File: src/rtl/dslot_pkg.sv
package dslot_pkg;

    // Kind of the cycle currently being issued
    typedef enum logic [1:0] {
        CYC_NORM   = 2'd0,  // live, not behind a branch
        CYC_SLOT   = 2'd1,  // live delay-slot instruction
        CYC_SQUASH = 2'd2,  // annulled delay-slot instruction
        CYC_BUBBLE = 2'd3   // dead cycle after a slotless branch
    } cyc_e;

endpackage

File: src/rtl/dslot_redirect.sv
module dslot_redirect
    import dslot_pkg::*;
#(
    parameter int AW = 32
) (
    input  logic [AW-1:0] cur_pc,
    input  logic [AW-1:0] cur_npc,
    input  logic          is_br,
    input  logic          taken,
    input  logic [AW-1:0] target,
    input  logic          slot_en,
    input  logic          annul,
    input  logic          link,
    output logic [AW-1:0] nxt_pc,
    output logic [AW-1:0] nxt_npc,
    output cyc_e          nxt_kind,
    output logic          fault,
    output logic          link_wr,
    output logic [AW-1:0] link_val
);

    localparam logic [AW-1:0] STEP = AW'(4);

    logic          go;
    logic [AW-1:0] resolved;

    always_comb begin
        fault    = is_br && taken && (target[1:0] != 2'b00);
        go       = is_br && taken && !fault;
        resolved = go ? target : (cur_pc + STEP);
        link_wr  = is_br && link;
        link_val = cur_pc + (STEP << 1);

        if (!is_br) begin
            nxt_pc   = cur_npc;
            nxt_npc  = cur_npc + STEP;
            nxt_kind = CYC_NORM;
        end else if (slot_en) begin
            // slot issues from the following counter; target waits behind it
            nxt_pc   = cur_npc;
            nxt_npc  = go ? target : (cur_npc + STEP);
            nxt_kind = (annul && !go) ? CYC_SQUASH : CYC_SLOT;
        end else begin
            // slotless: show the resolved address dead for one cycle
            nxt_pc   = resolved;
            nxt_npc  = resolved + STEP;
            nxt_kind = CYC_BUBBLE;
        end
    end

endmodule

File: src/rtl/dslot_epc.sv
module dslot_epc #(
    parameter int AW = 32
) (
    input  logic          clk,
    input  logic          rst,
    input  logic          exc_valid,
    input  logic          in_slot,
    input  logic [AW-1:0] cur_pc,
    output logic [AW-1:0] epc,
    output logic          epc_in_slot
);

    typedef struct packed {
        logic [AW-1:0] addr;
        logic          slot;
    } epc_t;

    epc_t rec_d, rec_q;

    always_comb begin
        rec_d = rec_q;
        if (exc_valid) begin
            rec_d.addr = in_slot ? (cur_pc - AW'(4)) : cur_pc;
            rec_d.slot = in_slot;
        end
    end

    always_ff @(posedge clk) begin
        if (rst) rec_q <= '0;
        else     rec_q <= rec_d;
    end

    assign epc         = rec_q.addr;
    assign epc_in_slot = rec_q.slot;

    p_epc_slot_flag_r8: assert property (@(posedge clk) disable iff (rst)
        (exc_valid && in_slot) |=> epc_in_slot);

    p_epc_plain_flag_r8: assert property (@(posedge clk) disable iff (rst)
        (exc_valid && !in_slot) |=> !epc_in_slot);

endmodule

File: src/rtl/dslot_pc_seq.sv
module dslot_pc_seq
    import dslot_pkg::*;
#(
    parameter int              AW        = 32,
    parameter logic [AW-1:0]   RESET_VEC = AW'(32'h0000_0100)
) (
    input  logic          clk,
    input  logic          rst,
    input  logic          stall,
    input  logic          br_is,
    input  logic          br_taken,
    input  logic [AW-1:0] br_target,
    input  logic          br_slot,
    input  logic          br_annul,
    input  logic          br_link,
    input  logic          exc_req,
    output logic [AW-1:0] fetch_addr,
    output logic          issue_valid,
    output logic          in_slot,
    output logic          link_wr,
    output logic [AW-1:0] link_val,
    output logic          align_fault,
    output logic [AW-1:0] epc,
    output logic          epc_in_slot
);

    localparam logic [AW-1:0] STEP = AW'(4);

    typedef struct packed {
        logic [AW-1:0] pc;
        logic [AW-1:0] npc;
        cyc_e          kind;
    } seq_t;

    seq_t seq_d, seq_q;

    logic          live;
    logic [AW-1:0] rd_pc, rd_npc;
    cyc_e          rd_kind;
    logic          rd_fault, rd_link_wr;
    logic [AW-1:0] rd_link_val;

    dslot_redirect #(.AW(AW)) u_redirect (
        .cur_pc   (seq_q.pc),
        .cur_npc  (seq_q.npc),
        .is_br    (br_is),
        .taken    (br_taken),
        .target   (br_target),
        .slot_en  (br_slot),
        .annul    (br_annul),
        .link     (br_link),
        .nxt_pc   (rd_pc),
        .nxt_npc  (rd_npc),
        .nxt_kind (rd_kind),
        .fault    (rd_fault),
        .link_wr  (rd_link_wr),
        .link_val (rd_link_val)
    );

    always_comb begin
        live  = !stall && (seq_q.kind == CYC_NORM || seq_q.kind == CYC_SLOT);
        seq_d = seq_q;
        if (!stall) begin
            unique case (seq_q.kind)
                CYC_SQUASH: begin
                    seq_d.pc   = seq_q.npc;
                    seq_d.npc  = seq_q.npc + STEP;
                    seq_d.kind = CYC_NORM;
                end
                CYC_BUBBLE: begin
                    seq_d.kind = CYC_NORM;
                end
                default: begin
                    seq_d.pc   = rd_pc;
                    seq_d.npc  = rd_npc;
                    seq_d.kind = rd_kind;
                end
            endcase
        end
    end

    always_ff @(posedge clk) begin
        if (rst) begin
            seq_q.pc   <= RESET_VEC;
            seq_q.npc  <= RESET_VEC + STEP;
            seq_q.kind <= CYC_NORM;
        end else begin
            seq_q <= seq_d;
        end
    end

    dslot_epc #(.AW(AW)) u_epc (
        .clk         (clk),
        .rst         (rst),
        .exc_valid   (live && exc_req),
        .in_slot     (in_slot),
        .cur_pc      (seq_q.pc),
        .epc         (epc),
        .epc_in_slot (epc_in_slot)
    );

    assign fetch_addr  = seq_q.pc;
    assign issue_valid = live;
    assign in_slot     = (seq_q.kind == CYC_SLOT) || (seq_q.kind == CYC_SQUASH);
    assign link_wr     = live && rd_link_wr;
    assign link_val    = rd_link_val;
    assign align_fault = live && rd_fault;

    p_fetch_word_r9: assert property (@(posedge clk) disable iff (rst)
        fetch_addr[1:0] == 2'b00);

    p_stall_freeze_r10: assert property (@(posedge clk) disable iff (rst)
        stall |=> $stable(fetch_addr));

    p_slot_follows_r2: assert property (@(posedge clk) disable iff (rst)
        (issue_valid && br_is && br_slot) |=> in_slot);

    p_annul_squash_r5: assert property (@(posedge clk) disable iff (rst)
        (issue_valid && br_is && br_slot && br_annul && !br_taken) |=> !issue_valid);

    p_noslot_bubble_r6: assert property (@(posedge clk) disable iff (rst)
        (issue_valid && br_is && !br_slot) |=> (!issue_valid && !in_slot));

endmodule

File: config.mk
export PLATFORM = sky130hd
export DESIGN_NAME = dslot_pc_seq
export DESIGN_NICKNAME = d
export VERILOG_FILES = /design/src/rtl/dslot_pkg.sv /design/src/rtl/dslot_redirect.sv /design/src/rtl/dslot_epc.sv /design/src/rtl/dslot_pc_seq.sv
export SDC_FILE = /design/constraint.sdc
export NUM_CORES = 1
export LEC_CHECK = 0
export ABC_AREA = 1
export BUFFER_PORTS_ARGS = -buffer_cell sky130_fd_sc_hd__buf_2
export CORE_ASPECT_RATIO = 1.1
export CORE_MARGIN = 3
export CORE_UTILIZATION = 50
export CTS_CLUSTER_DIAMETER = 30
export CTS_CLUSTER_SIZE = 12
export DETAILED_ROUTE_END_ITERATION = 8
export GPL_TIMING_DRIVEN = 0
export HOLD_SLACK_MARGIN = 0.05
export MAX_ROUTING_LAYER = met4
export PLACE_DENSITY = 0.7
export REMOVE_ABC_BUFFERS = 1
export SKIP_CTS_REPAIR_TIMING = 1
export SYNTH_ARGS = -nofsm -noshare
export SYNTH_HDL_FRONTEND = slang
export SYNTH_HIERARCHICAL = 1
export SYNTH_SLANG_ARGS = --single-unit
File: constraint.sdc
create_clock -name clk -period 2.93 [get_ports clk]
set_clock_uncertainty 0.2 [all_clocks]
set_input_delay 0.1465 -clock clk [delete_from_list [all_inputs] [get_ports clk]]
set_output_delay 0.1465 -clock clk [all_outputs]
set_load 0.01 [all_outputs]
==> metrics.md <==
| Metric | Value |
|---|---|
| Most common cell after layout, fill and taps aside | nand2_1 |
| Post-synth top area share | 18.6% |
| CP dominant cell by count | nand2_1 |
| Tightest Pin Transition | 1170 ps |
| H-Tree Depth | 3 |
| Outcome | finished with violations |
| Fin crit period | 3090 ps |
| Yosys warns | 6 |
| # setup viols final | 15 |
| Number of enable flip-flop cells after synthesis | 0 |
| Fin. Hold Viols | 1 |
| Num CTS Buffers | 9 |
| Worst slew margin | 21.9% |
| GR Util All Layers | 33.6% |
| RSZ-0062 raised after global routing | yes |
| Detail Route Antenna Nets | 0 |
| Placer's final routability congestion estimate | 0.961 |
| Fmax | 0.324 GHz |
| Worst min path class | in -> reg |
| Sw Share | 41.1% |
| TritonRoute pass-1 iters | 5 |
| Net Sw Power | 1.76 mW |
| Worst Hold Slack | -0.0723 ps |
| Setup TNS | -1300 ps |
| Residual DRC | 0 |
| Die Area | 0.0231 mm² |
| Via-per-instance ratio | 5.57 |
| Port-buffer cells | 141 |
| Final worst slack | -159 ps |
| Area grow syn2layout | 15.1% |
| Pin count of the biggest net entering global routing | 62 |
| DIE WIDTH | 145 µm |
| Clock group share of total power | 30.5% |
| Row count | 55 |
| Starting Density | 51.2% |
| Synth area leader | dfxtp_1 |
| IO Pins | 142 |
| Post-synth ARST share | 0% |
| Pwr per Cell Area | 349 mW/mm² |
| DRT iter0 DRCs | 1240 |
| GRT overflow | 0 |
| CP Class | reg -> reg |
| Worst setup SP type | register |
| Fillers | 2222 |
| Core region area | 0.0208 mm² |
| Clk buf depth | 2 |
| WL/cell | 18.1 µm |
| Root Buffer | clkbuf_16 |
| Finished Layout Cells | 2272 |
| Worst-skew pair later-pin latency | 370 ps |
| Static Leakage | 5.68 nW |
| VDD IR max | 0.252 mV |
| Seq cells post-synth | 99 |
| Slowest CP cell | dfxtp_4 |
| Clock tree from TritonCTS | built |
| Final-report max-slew violation count | 0 |
| Internal | 2.52 mW |
| Pre-CTS setup slack | -1370 ps |
| Main synth FF type | dfxtp_1 |
| Total power | 4.28 mW |
| Register area share after synthesis | 18.6% |
| Violated checks | negative hold slack, negative setup slack |
| Critical-path maximum fanout | 7 |
| Worst-path clk slew | 90 ps |
| MaxCap Viol Count | 0 |
| Die Y | 159 µm |
| Routed vias | 12652 |
| Placed wire-length estimate | 29700 µm |
| Synthesized area per cell | 5.60 µm² |
| CP Capture Type | register |
| First-pass GRT wire length | 60500 µm |
| Nets | 2033 |
| Cell area after synthesis | 0.0107 mm² |
| Placed cells | 2231 |
| Vias in the first global route | 10898 |
| CTS Sinks | 99 |
| Register Area | 0.00208 mm² |
| Worst Path Arrival | 3160 ps |
| Delay of the slowest cell on the worst path | 400 ps |
| Multi-input logic area | 0.00756 mm² |
| Worst EP required | 3000 ps |
| Mapped Cells | 1903 |
| Ranking of synthesized cells by area | dfxtp_1 19%, nand2_1 18%, nor2_1 9.5%, inv_1 8.4%, nand3_1 7.0% |
| Commonest cells after routing, fill and taps aside | 496 x nand2_1, 254 x nor2_1, 234 x inv_1, 140 x buf_2, 139 x nand3_1 |
| Initial antenna violation count | 0 |
| Sequential share of power | 38.3% |
| ANT cells | 0 |
| Netlist cell types | 50 |
| Final worst path period share | 105% |
| Combinational share of power | 31.2% |
| Critical path, cell by cell | ha_4, nand2_2, o21ai_2, ha_2, nand3_2, nor2_1, nand2_1, nor2_4, nand2_4, nor2_4, buf_4, nand3_1, xor2_1, nand2_1, a21oi_2, a21oi_1, nand3_1, nand2_1, inv_1 |
| Layout cell share with drive strength beyond 1 | 20.1% |
| Final WL | 41200 µm |
-- synth_stat cells (10+ instances only) --
cell type	number
a31oi_1	21
nand4_1	22
o21ai_0	124
nor2_1	269
nand2_1	523
clkbuf_1	40
nand2_2	18
nand3_1	149
ha_1	10
buf_2	21
buf_4	38
nor2_4	16
dfxtp_1	99
a21oi_1	95
inv_1	238
xor2_1	61
nor2_2	22
o211ai_1	17
nor3_1	20
-- metal layers --
metal | wire length, µm | global-route usage (%) | vias up
met5 | 0 | - | -
met1 | 17500 | 44.8 | 5726
met3 | 3520 | 3.07 | 85
met2 | 18800 | 53.8 | 658
met4 | 1360 | 11.4 | 0
li1 | - | - | 6183
-- state kept, by name, indices dropped and copies added, names as in the netlist --
name               count
u_epc/epc             32
fetch_addr            32
u_epc/epc_in_slot      1
seq_q                 34
-- cells by family after synthesis --
kind of cell | after synthesis | synth area share [%]
flops | 99 | 18.6
xor+xnor | 69 | 5.67
fa+ha+maj | 10 | 1.17
buf+inv | 353 | 14.2
compound gates | 298 | 15.6
simple gates | 1074 | 44.7
-- area by class of cell --
class,instances,area share (%)
tap,285,2.91
clock buffer,9,1.84
sequential,99,16.9
multi-input combinational,1453,61.7
inverter,250,7.81
timing repair buffer,169,8.21
clock inverter,7,0.612
-- stage by stage --
step,util (%),hold WS (ps),cell area (µm²)
6_report,59.0,-0.0723,12300
3_5_place_dp,54.2,253,11300
4_1_cts,55.6,-142,11600
5_1_grt,59.0,46.5,12300
3_3_place_gp,53.6,246,11100
2_1_floorplan,-,15.6,10100
-- power by group through the flow --
stage	clock (mW)	sequential (mW)	combinational [mW]
finish	1.31	1.64	1.34
global route	1.37	1.66	1.47
CTS	1.32	1.64	1.23
detailed placement	0	1.67	1.22
global placement	0	1.67	1.19
floorplan	0	1.64	0.780
-- worst max-delay path, delay by kind of cell, from the launching register on --
family / cells / cell delay [ps]
fa+ha+maj: 2 / 510
buf+inv: 2 / 210
compound gates: 3 / 320
xor+xnor: 1 / 150
flops: 1 / 400
simple gates: 11 / 1190
-- final timing paths --
path / from / end / slack (ps) / cells past startpoint
hold / removal: exc_req / u_epc/epc[5]$_SDFFE_PP0P_ / -0.07 / 4
setup reg to reg: fetch_addr[2]$_SDFFE_PP0P_ / seq_q[24]$_SDFFE_PP0P_ / -160 / 19
hold reg to reg: u_epc/epc[11]$_SDFFE_PP0P_ / u_epc/epc[11]$_SDFFE_PP0P_ / 300 / 2
setup / recovery: fetch_addr[2]$_SDFFE_PP0P_ / seq_q[24]$_SDFFE_PP0P_ / -160 / 19
Note: power is estimated with default switching activity, not from simulation.
